**src/rtl/tf_pkg.sv**
```systemverilog
// Shared types for the threshold-paced transfer FIFO.
package tf_pkg;
    // Transfer direction as driven on cfg_xfer.
    typedef enum logic [1:0] {
        XF_READ   = 2'd0,
        XF_WRITE  = 2'd1,
        XF_VERIFY = 2'd2
    } xfer_e;
endpackage

```
**src/rtl/tf_store.sv**
```systemverilog
// Circular byte store with a level counter.
// Assumes push and pop are already qualified by the caller: no push when
// full, no pop when empty. The head is presented combinationally.
module tf_store #(
    parameter int DW    = 8,
    parameter int DEPTH = 16,
    localparam int AW   = $clog2(DEPTH),
    localparam int LW   = AW + 1
) (
    input  logic          clk,
    input  logic          rst_n,
    input  logic          push,
    input  logic [DW-1:0] push_data,
    input  logic          pop,
    output logic [DW-1:0] head,
    output logic [LW-1:0] level
);
    logic [DW-1:0] mem [DEPTH];
    logic [AW-1:0] wr_ptr;
    logic [AW-1:0] rd_ptr;

    // Store the incoming byte at the write pointer.
    always_ff @(posedge clk) begin
        if (push) mem[wr_ptr] <= push_data;
    end

    // Advance the pointers and track the level.
    always_ff @(posedge clk) begin
        if (!rst_n) begin
            wr_ptr <= '0;
            rd_ptr <= '0;
            level  <= '0;
        end else begin
            if (push) wr_ptr <= wr_ptr + AW'(1);
            if (pop)  rd_ptr <= rd_ptr + AW'(1);
            level <= level + LW'(push) - LW'(pop);
        end
    end

    // Present the oldest byte.
    assign head = mem[rd_ptr];
endmodule

```
**src/rtl/tf_req.sv**
```systemverilog
// Service request generator.
// Arms on the level that the current edge produces, then holds until the
// drain (read) or fill (write) end point. Routes the request to a DMA or
// an interrupt output, and inserts the single-transfer gap after each ack.
module tf_req #(
    parameter int DEPTH = 16,
    localparam int AW   = $clog2(DEPTH),
    localparam int LW   = AW + 1
) (
    input  logic          clk,
    input  logic          rst_n,
    input  logic          is_read,
    input  logic [LW-1:0] level_nxt,
    input  logic [LW-1:0] cap,
    input  logic [LW-1:0] thr,
    input  logic          dma_en,
    input  logic          burst_en,
    input  logic          ack,
    output logic          dma_req,
    output logic          host_irq
);
    logic [LW-1:0] free_nxt;
    logic          arm;
    logic          done;
    logic          active_q;
    logic          gap_q;

    // Work out the arm and end conditions for the coming level.
    always_comb begin
        free_nxt = cap - level_nxt;
        if (is_read) begin
            arm  = (level_nxt != '0) && (free_nxt <= thr);
            done = (level_nxt == '0);
        end else begin
            arm  = (level_nxt <= thr) && (level_nxt != cap);
            done = (level_nxt == cap);
        end
    end

    // Keep the request active from arming until the end point; record acks.
    always_ff @(posedge clk) begin
        if (!rst_n) begin
            active_q <= 1'b0;
            gap_q    <= 1'b0;
        end else begin
            active_q <= (active_q | arm) & ~done;
            gap_q    <= ack;
        end
    end

    // Route the request to the DMA or the interrupt output.
    assign dma_req  = dma_en & active_q & (burst_en | ~gap_q);
    assign host_irq = ~dma_en & active_q;
endmodule

```
**src/rtl/tf_dma_fifo.sv**
```systemverilog
// Threshold-paced transfer FIFO, top level.
// Steers the host-side and disk-side strobes into push and pop according
// to the direction, refuses moves past full or empty, keeps the sticky
// disk-side error flags and gates the data outputs.
// Assumes the configuration inputs are held steady during a transfer.
module tf_dma_fifo
    import tf_pkg::*;
#(
    parameter int DW    = 8,
    parameter int DEPTH = 16,
    localparam int AW   = $clog2(DEPTH),
    localparam int LW   = AW + 1
) (
    input  logic          clk,
    input  logic          rst_n,
    input  logic          cfg_fifo_en,
    input  logic [AW-1:0] cfg_thresh,
    input  logic          cfg_dma_en,
    input  logic          cfg_burst_en,
    input  logic [1:0]    cfg_xfer,
    input  logic          host_rd,
    input  logic          host_wr,
    input  logic [DW-1:0] host_wdata,
    input  logic          dma_ack,
    output logic [DW-1:0] host_rdata,
    input  logic          dsk_push,
    input  logic [DW-1:0] dsk_wdata,
    input  logic          dsk_pop,
    output logic [DW-1:0] dsk_rdata,
    output logic          dma_req,
    output logic          host_irq,
    output logic [LW-1:0] level,
    output logic          ovr_flag,
    output logic          und_flag
);
    xfer_e         xf;
    logic          is_read;
    logic [LW-1:0] cap;
    logic [LW-1:0] thr;
    logic          full;
    logic          empty;
    logic          push_req;
    logic          pop_req;
    logic [DW-1:0] push_data;
    logic          push_ok;
    logic          pop_ok;
    logic [LW-1:0] level_nxt;
    logic [DW-1:0] head;

    assign xf      = xfer_e'(cfg_xfer);
    assign is_read = (xf != XF_WRITE);

    // Capacity and effective threshold; a disabled buffer holds one byte.
    always_comb begin
        if (cfg_fifo_en) begin
            cap = LW'(DEPTH);
            thr = LW'(cfg_thresh) + LW'(1);
        end else begin
            cap = LW'(1);
            thr = LW'(1);
        end
    end

    // Steer strobes by direction and refuse moves past the limits.
    always_comb begin
        full      = (level == cap);
        empty     = (level == '0);
        push_req  = is_read ? dsk_push  : (host_wr | dma_ack);
        push_data = is_read ? dsk_wdata : host_wdata;
        pop_req   = is_read ? (host_rd | dma_ack) : dsk_pop;
        push_ok   = push_req & ~full;
        pop_ok    = pop_req & ~empty;
        level_nxt = level + LW'(push_ok) - LW'(pop_ok);
    end

    // Latch disk-side overrun and underrun until reset.
    always_ff @(posedge clk) begin
        if (!rst_n) begin
            ovr_flag <= 1'b0;
            und_flag <= 1'b0;
        end else begin
            if (is_read && dsk_push && full)   ovr_flag <= 1'b1;
            if (!is_read && dsk_pop && empty)  und_flag <= 1'b1;
        end
    end

    // Gate the head onto the data outputs.
    always_comb begin
        host_rdata = (xf == XF_READ && !empty) ? head : '0;
        dsk_rdata  = (!is_read && !empty)      ? head : '0;
    end

    tf_store #(.DW(DW), .DEPTH(DEPTH)) u_store (
        .clk       (clk),
        .rst_n     (rst_n),
        .push      (push_ok),
        .push_data (push_data),
        .pop       (pop_ok),
        .head      (head),
        .level     (level)
    );

    tf_req #(.DEPTH(DEPTH)) u_req (
        .clk       (clk),
        .rst_n     (rst_n),
        .is_read   (is_read),
        .level_nxt (level_nxt),
        .cap       (cap),
        .thr       (thr),
        .dma_en    (cfg_dma_en),
        .burst_en  (cfg_burst_en),
        .ack       (dma_ack),
        .dma_req   (dma_req),
        .host_irq  (host_irq)
    );
endmodule

```
**config.mk**
```make
export PLATFORM = sky130hd
export DESIGN_NAME = tf_dma_fifo
export DESIGN_NICKNAME = d
export VERILOG_FILES = /design/src/rtl/tf_pkg.sv /design/src/rtl/tf_store.sv /design/src/rtl/tf_req.sv /design/src/rtl/tf_dma_fifo.sv
export SDC_FILE = /design/constraint.sdc
export NUM_CORES = 1
export LEC_CHECK = 0
export BUFFER_PORTS_ARGS = -buffer_cell sky130_fd_sc_hd__buf_2
export CAP_MARGIN = 30
export CORE_ASPECT_RATIO = 0.8
export CORE_MARGIN = 5
export CORE_UTILIZATION = 40
export CTS_CLUSTER_DIAMETER = 40
export DETAILED_ROUTE_END_ITERATION = 7
export PLACE_DENSITY_LB_ADDON = 0.25
export SETUP_SLACK_MARGIN = 0.02
export SLEW_MARGIN = 40
export SYNTH_ARGS = -nofsm -noshare
export SYNTH_HDL_FRONTEND = slang
export SYNTH_SLANG_ARGS = --single-unit
```
**constraint.sdc**
```tcl
create_clock -name clk -period 4.9 [get_ports clk]
set_clock_uncertainty 0.05 [all_clocks]
set_input_delay 0.98 -clock clk [delete_from_list [all_inputs] [get_ports clk]]
set_output_delay 0.98 -clock clk [all_outputs]
set_load 0.03 [all_outputs]
```
Word-level counts from Yosys, hierarchy flattened
Memory sizes are Yosys's and may differ from the RTL's. A register that Yosys moved wholly into a read port is not among the register bits.
Index checks and enable logic that the tools add are counted.
- bits of input ports: 32
- flip-flop bits (word level): 17
- memories: 1
- output and inout port bits: 25
- RAM bits: 128
- memory list (memory ; words ; width ; read ports ; clocked after Yosys merged registers in ; wr ports ; RTL line ; source):
    u_store.mem ; 16 ; 8 ; 1 ; 1 ; 1 ; tf_store.sv:18 ; logic [DW-1:0] mem [DEPTH];
- bitwise gates (word level): 15
- $add $sub $neg: 6
- order comparisons: 2
- reductions and logical operators: 14
- eq/ne operators: 4
- multiplexer cells: 13
- operators with widths (kind ; number):
    8-bit 2-to-1 mux ; 3
    5-bit == test ; 2
    5-bit less-or-equal comparator ; 2
    5-bit zero test ; 2
    5-bit 2-to-1 mux ; 2
    4-bit by 1-bit adder with 4-bit output (second input constant) ; 2
    1-bit logical AND ; 8
    4-bit 2-to-1 mux ; 2
    1-bit bitwise AND ; 6
    1-bit 2-to-1 mux ; 6
    4-bit by 1-bit adder with 5-bit output (second input constant) ; 1
    5-bit by 1-bit adder with 5-bit output ; 1
    5-bit inequality test ; 1
    1-bit NOT ; 5
    5-bit nonzero test ; 1
    5-bit by 1-bit subtractor with 5-bit output ; 1
    5-bit subtractor ; 1
    1-bit OR ; 4
    1-bit zero test ; 2
    2-bit zero test ; 1
    2-bit by 1-bit inequality test with 1-bit output (second input constant) ; 1

Depth between registers and ports, before layout
- depth after elaboration: 12
- mapped depth: 18
- depth with buffers taken out: 18

Modules after synthesis
A second synthesis with hierarchy kept.
- cell total of the unflattened synthesis: 451
- area, all modules: 6901.6 um2
- modules (own cells, without submodules) (module ; times used ; area an instance (um2) ; seq. area each (um2) ; cells each):
    tf_store ; 1 ; 5766.8 ; 4184.0 ; 291
    tf_dma_fifo ; 1 ; 650.6 ; 40.0 ; 99
    tf_req ; 1 ; 484.2 ; 40.0 ; 61

Worst setup path before layout
Ideal clock, no wire load.
- path kind: input-to-reg
- start: in cfg_xfer[1]
- end: reg u_req.active_q
- data arrival time: 4.102 ns
- path slack: 0.614 ns
- cell stages on the path: 18
- path buffers: 1
- cells stage by stage: nand2b_1 > clkbuf_1 > a21o_1 > nor3_1 > a21o_1 > ha_1 > inv_1 > fa_1 > nand2b_1 > a21oi_1 > xor3_1 > xnor2_1 > ha_1 > and4_1 > a21oi_1 > a21oi_1 > o41ai_1 > a21boi_0
- longest elaborated chain between the ends: 11
- elaborated cells between the ends (all ways): 21
- classes of those cells: 3 x add/sub; 2 x order compare; 3 x eq/ne; 4 x mux; 5 x bitwise; 4 x reduce/logical
- ends and longest elaborated chain (what ; RTL line ; source):
    from (decl) ; tf_dma_fifo.sv:20 ; input logic [1:0] cfg_xfer,
    2-bit by 1-bit inequality test with 1-bit output * ; tf_dma_fifo.sv:51 ; assign is_read = (xf != XF_WRITE);
    1-bit 2-to-1 mux ; tf_dma_fifo.sv:68 ; push_req = is_read ? dsk_push : (host_wr | dma_ack);
    1-bit bitwise AND ; tf_dma_fifo.sv:71 ; push_ok = push_req & ~full;
    5-bit by 1-bit adder with 5-bit output ; tf_dma_fifo.sv:73 ; level_nxt = level + LW'(push_ok) - LW'(pop_ok);
    5-bit by 1-bit subtractor with 5-bit output ; tf_dma_fifo.sv:73 ;
    5-bit subtractor ; tf_req.sv:30 ; free_nxt = cap - level_nxt;
    5-bit less-or-equal comparator ; tf_req.sv:32 ; arm = (level_nxt != '0) && (free_nxt <= thr);
    1-bit logical AND ; tf_req.sv:32 ;
    1-bit 2-to-1 mux ; tf_req.sv:31 ; if (is_read) begin
    1-bit OR ; tf_req.sv:46 ; active_q <= (active_q | arm) & ~done;
    1-bit bitwise AND * ; tf_req.sv:46 ;
    to (signal assigned) ; tf_req.sv:46 ;
    to (decl) ; tf_req.sv:25 ; logic active_q;
Every way passes the cells marked *; elsewhere a longest branch is shown, timed or not.
A chain may end at the register's enable or synchronous reset.

Final worst setup path
- start: in cfg_xfer[0]
- end: reg u_req.active_q
Same word-level chain as after synthesis.

==> out/metrics.yaml <==
synth_largest_type_area_fraction_pct: 58.53
final.period_utilization_pct: 85.11
run_status: "completed"
synth-seq-area-share_pct: 64.93
synth.yosys.warnings: 0
cts.clk_slew.worst_paths_ns: 0.06
antenna_cells_inserted: 0
hpwlAfterDp_mm: 9.598
initial_core_util_pct: 41.17
die_height_um: 124.6
detailroute.via_count: 3638
setup_viol_count_final: 0
dieArea_sq_mm: 0.01910
worst_hold_startpoint: "ovr_flag$_SDFFE_PN0P_"
clock_sink_count: 149
drc_errors: 0
grt_max_degree: 33
area_leader_netlist: "sky130_fd_sc_hd__edfxtp_1"
detail_route.wirelength_mm: 14.26
via_to_cell_ratio: 5.182
final-max-slew-violation-count: 0
start_kind: "primary input"
max_slew.worst_pin.slew_ns: 0.8085
power.static_leakage_uw: 0.002765
die_w_um: 153.3
reg2reg_from: "u_store.level[2]$_SDFF_PN0_"
antenna_left: 0
worst_skew_pair.late_latency_ns: 0.42
postCtsSetupBuffers: 0
worst_setup_path_end_kind: "flip-flop"
overflow: 0
core_region_area_sq_mm: 0.01595
gp_congestion: 0.7957
syn_to_final_growth_pct: 17.77
mapped_nets: 462
finalWorstPathRequiredPeriod_ns: 4.170
input_output_buffers: 56
async_flop_share_pct: 0
clock_tree.buffer_depth: 2
synth-main-ff-cell: "sky130_fd_sc_hd__edfxtp_1"
relSlewSlack_pct: 45.90
core.rowCount: 41
drt_first_iter_violations: 275
maxCapViolations: 0
cts.root.buffer_cell: "sky130_fd_sc_hd__clkbuf_16"
power_per_cell_area_mw_per_mm2: 589.4
synth.most_common_cell: "sky130_fd_sc_hd__edfxtp_1"
setup.worst_path.start: "cfg_xfer[0]"
final_layout_size_suffix_gt1_share_pct: 29.16
cts_hold_repair.buffers: 0
worstHoldPathType: "flip-flop to flip-flop"
tritoncts.num_buffers: 17
antenna_found_initial: 0
synthCells: 406
ys_seq_elements: 149
crit_fanout: 6
post_cts.resized_instances: 0
main_area_contributors_after_synthesis: "sky130_fd_sc_hd__edfxtp_1 59%, sky130_fd_sc_hd__mux4_2 14%, sky130_fd_sc_hd__dfxtp_1 6.4%"
drt_pre_antenna_iters: 4
synth_edf_count: 128
finalNetCount: 531
max_freq_ghz: 0.2398
synth.top_cells.by_count: "128 x sky130_fd_sc_hd__edfxtp_1, 40 x sky130_fd_sc_hd__mux4_2, 37 x sky130_fd_sc_hd__nand2_1"
avg_cell_area_syn_sq_um: 16.18
fillers: 1355
worstPathArrival_ns: 4.46
grt_pass1_vias: 3824
grtUsageTotal_pct: 15.69
type_of_the_setup_path_with_the_least_slack: "primary input to flip-flop"
tritoncts_clock_tree: "done"
mappedNetlistArea_sq_mm: 0.006568
cts-htree-levels: 4
grt_setup_unrepaired: "no"
routed_wire_length_per_instance_um: 20.31
yosys.cell_types.count: 39
grt_pass1_wl_mm: 22.38
fin_total_pwr_uw: 4559
total_negative_slack_ns: 0
timing_hold_violations_final: 0
vdd_ir_drop_max_uv: 560.6
io_pins: 57
critPathRequiredTime_ns: 5.19
==> cells by family after synthesis <==
logic type      count (synthesis)  share of synthesized area [%]
simple gates                  121                          9.373
fa+ha+maj                      24                          4.687
mux                            42                          14.02
xor+xnor                       16                          2.362
buf+inv                        30                          2.248
flops                         149                          64.93
compound gates                 24                          2.382
==> layout make-up <==
| class | instances | area (sq um) | share of cell area [%] |
|---|---|---|---|
| well taps | 215 | 269.0 | 3.478 |
| inverters | 13 | 48.80 | 0.6309 |
| clock inverters | 12 | 161.4 | 2.087 |
| clock buffers | 19 | 432.9 | 5.597 |
| repair buffers | 67 | 375.4 | 4.853 |
| multi-input cells | 227 | 2182 | 28.21 |
| flip-flops and latches | 149 | 4265 | 55.14 |
==> critical path, stage by stage <==
cell,delay [ns]
sky130_fd_sc_hd__buf_2,0.11
sky130_fd_sc_hd__nor2b_1,0.21
sky130_fd_sc_hd__mux2i_1,0.32
sky130_fd_sc_hd__and2_1,0.30
sky130_fd_sc_hd__ha_1,0.21
sky130_fd_sc_hd__inv_1,0.05
sky130_fd_sc_hd__fa_1,0.39
sky130_fd_sc_hd__nand2b_1,0.16
sky130_fd_sc_hd__a21oi_1,0.24
sky130_fd_sc_hd__xor3_1,0.31
sky130_fd_sc_hd__xnor2_1,0.20
sky130_fd_sc_hd__ha_1,0.29
sky130_fd_sc_hd__a21oi_1,0.16
sky130_fd_sc_hd__o221ai_1,0.13
sky130_fd_sc_hd__a21oi_1,0.16
sky130_fd_sc_hd__o41ai_1,0.09
sky130_fd_sc_hd__a21boi_0,0.16
==> final timing paths <==
| check | endpoint | slack (ns) | cells after the start |
|---|---|---|---|
| worst max register to register | u_req.active_q$_SDFF_PN0_ | 0.91 | 18 |
| worst max-delay path | u_req.active_q$_SDFF_PN0_ | 0.73 | 17 |
| worst min-delay path | ovr_flag$_SDFFE_PN0P_ | 0.42 | 1 |
| worst min register to register | ovr_flag$_SDFFE_PN0P_ | 0.42 | 1 |
==> registers in the layout (all words and copies together) (netlist names), named ones only <==
register,cells
ovr_flag,1
u_req.active_q,1
u_req.gap_q,1
u_store.level,5
u_store.mem,128
u_store.rd_ptr,4
u_store.wr_ptr,4
und_flag,1
==> where the power goes <==
group / internal (uW) / switching [uW] / leakage, uW
logic: 781 / 862 / 0.00115
registers: 1480 / 108 / 0.00133
clock network: 840 / 489 / 0.000287
total: 3100 / 1460 / 0.00277
==> metrics by stage <==
step | cells | area (sq um) | util (%) | setup WS, ns | hold slack [ns]
after global routing | 702 | 7735 | 48.48 | 0.4026 | 0.4665
after detailed placement | 671 | 7138 | 44.74 | 0.3410 | 0.4053
after global placement | 671 | 7114 | 44.59 | 0.4583 | 0.4012
after CTS | 702 | 7732 | 48.47 | 0.7738 | 0.4289
after floorplan | 406 | 6568 | - | 0.6138 | 0.4674
final | 702 | 7735 | 48.48 | 0.7298 | 0.4234
==> cells in the final DEF, fill, tap and decap left out, drive strengths merged, types with 6 or more instances in the layout <==
cell,count
clkinv,7
nand2,37
nor2,18
dfxtp,21
nor2b,12
inv,13
a21oi,10
buf,67
mux4,40
clkbuf,19
nor3,7
edfxtp,128
and2,29
ha,23
xnor2,9
xor2,6
==> routing by layer <==
metal / GRT usage (%) / routed length [um] / share of wire (%) / vias up
met5: 0 / 0 / 0 / -
met4: 4.557 / 141 / 0.99 / 0
met3: 4.099 / 963 / 6.8 / 13
met2: 24.86 / 6947 / 49 / 81
met1: 21.44 / 6206 / 44 / 1859
li1: - / - / - / 1685
Note: power is estimated with default switching activity, not from simulation.
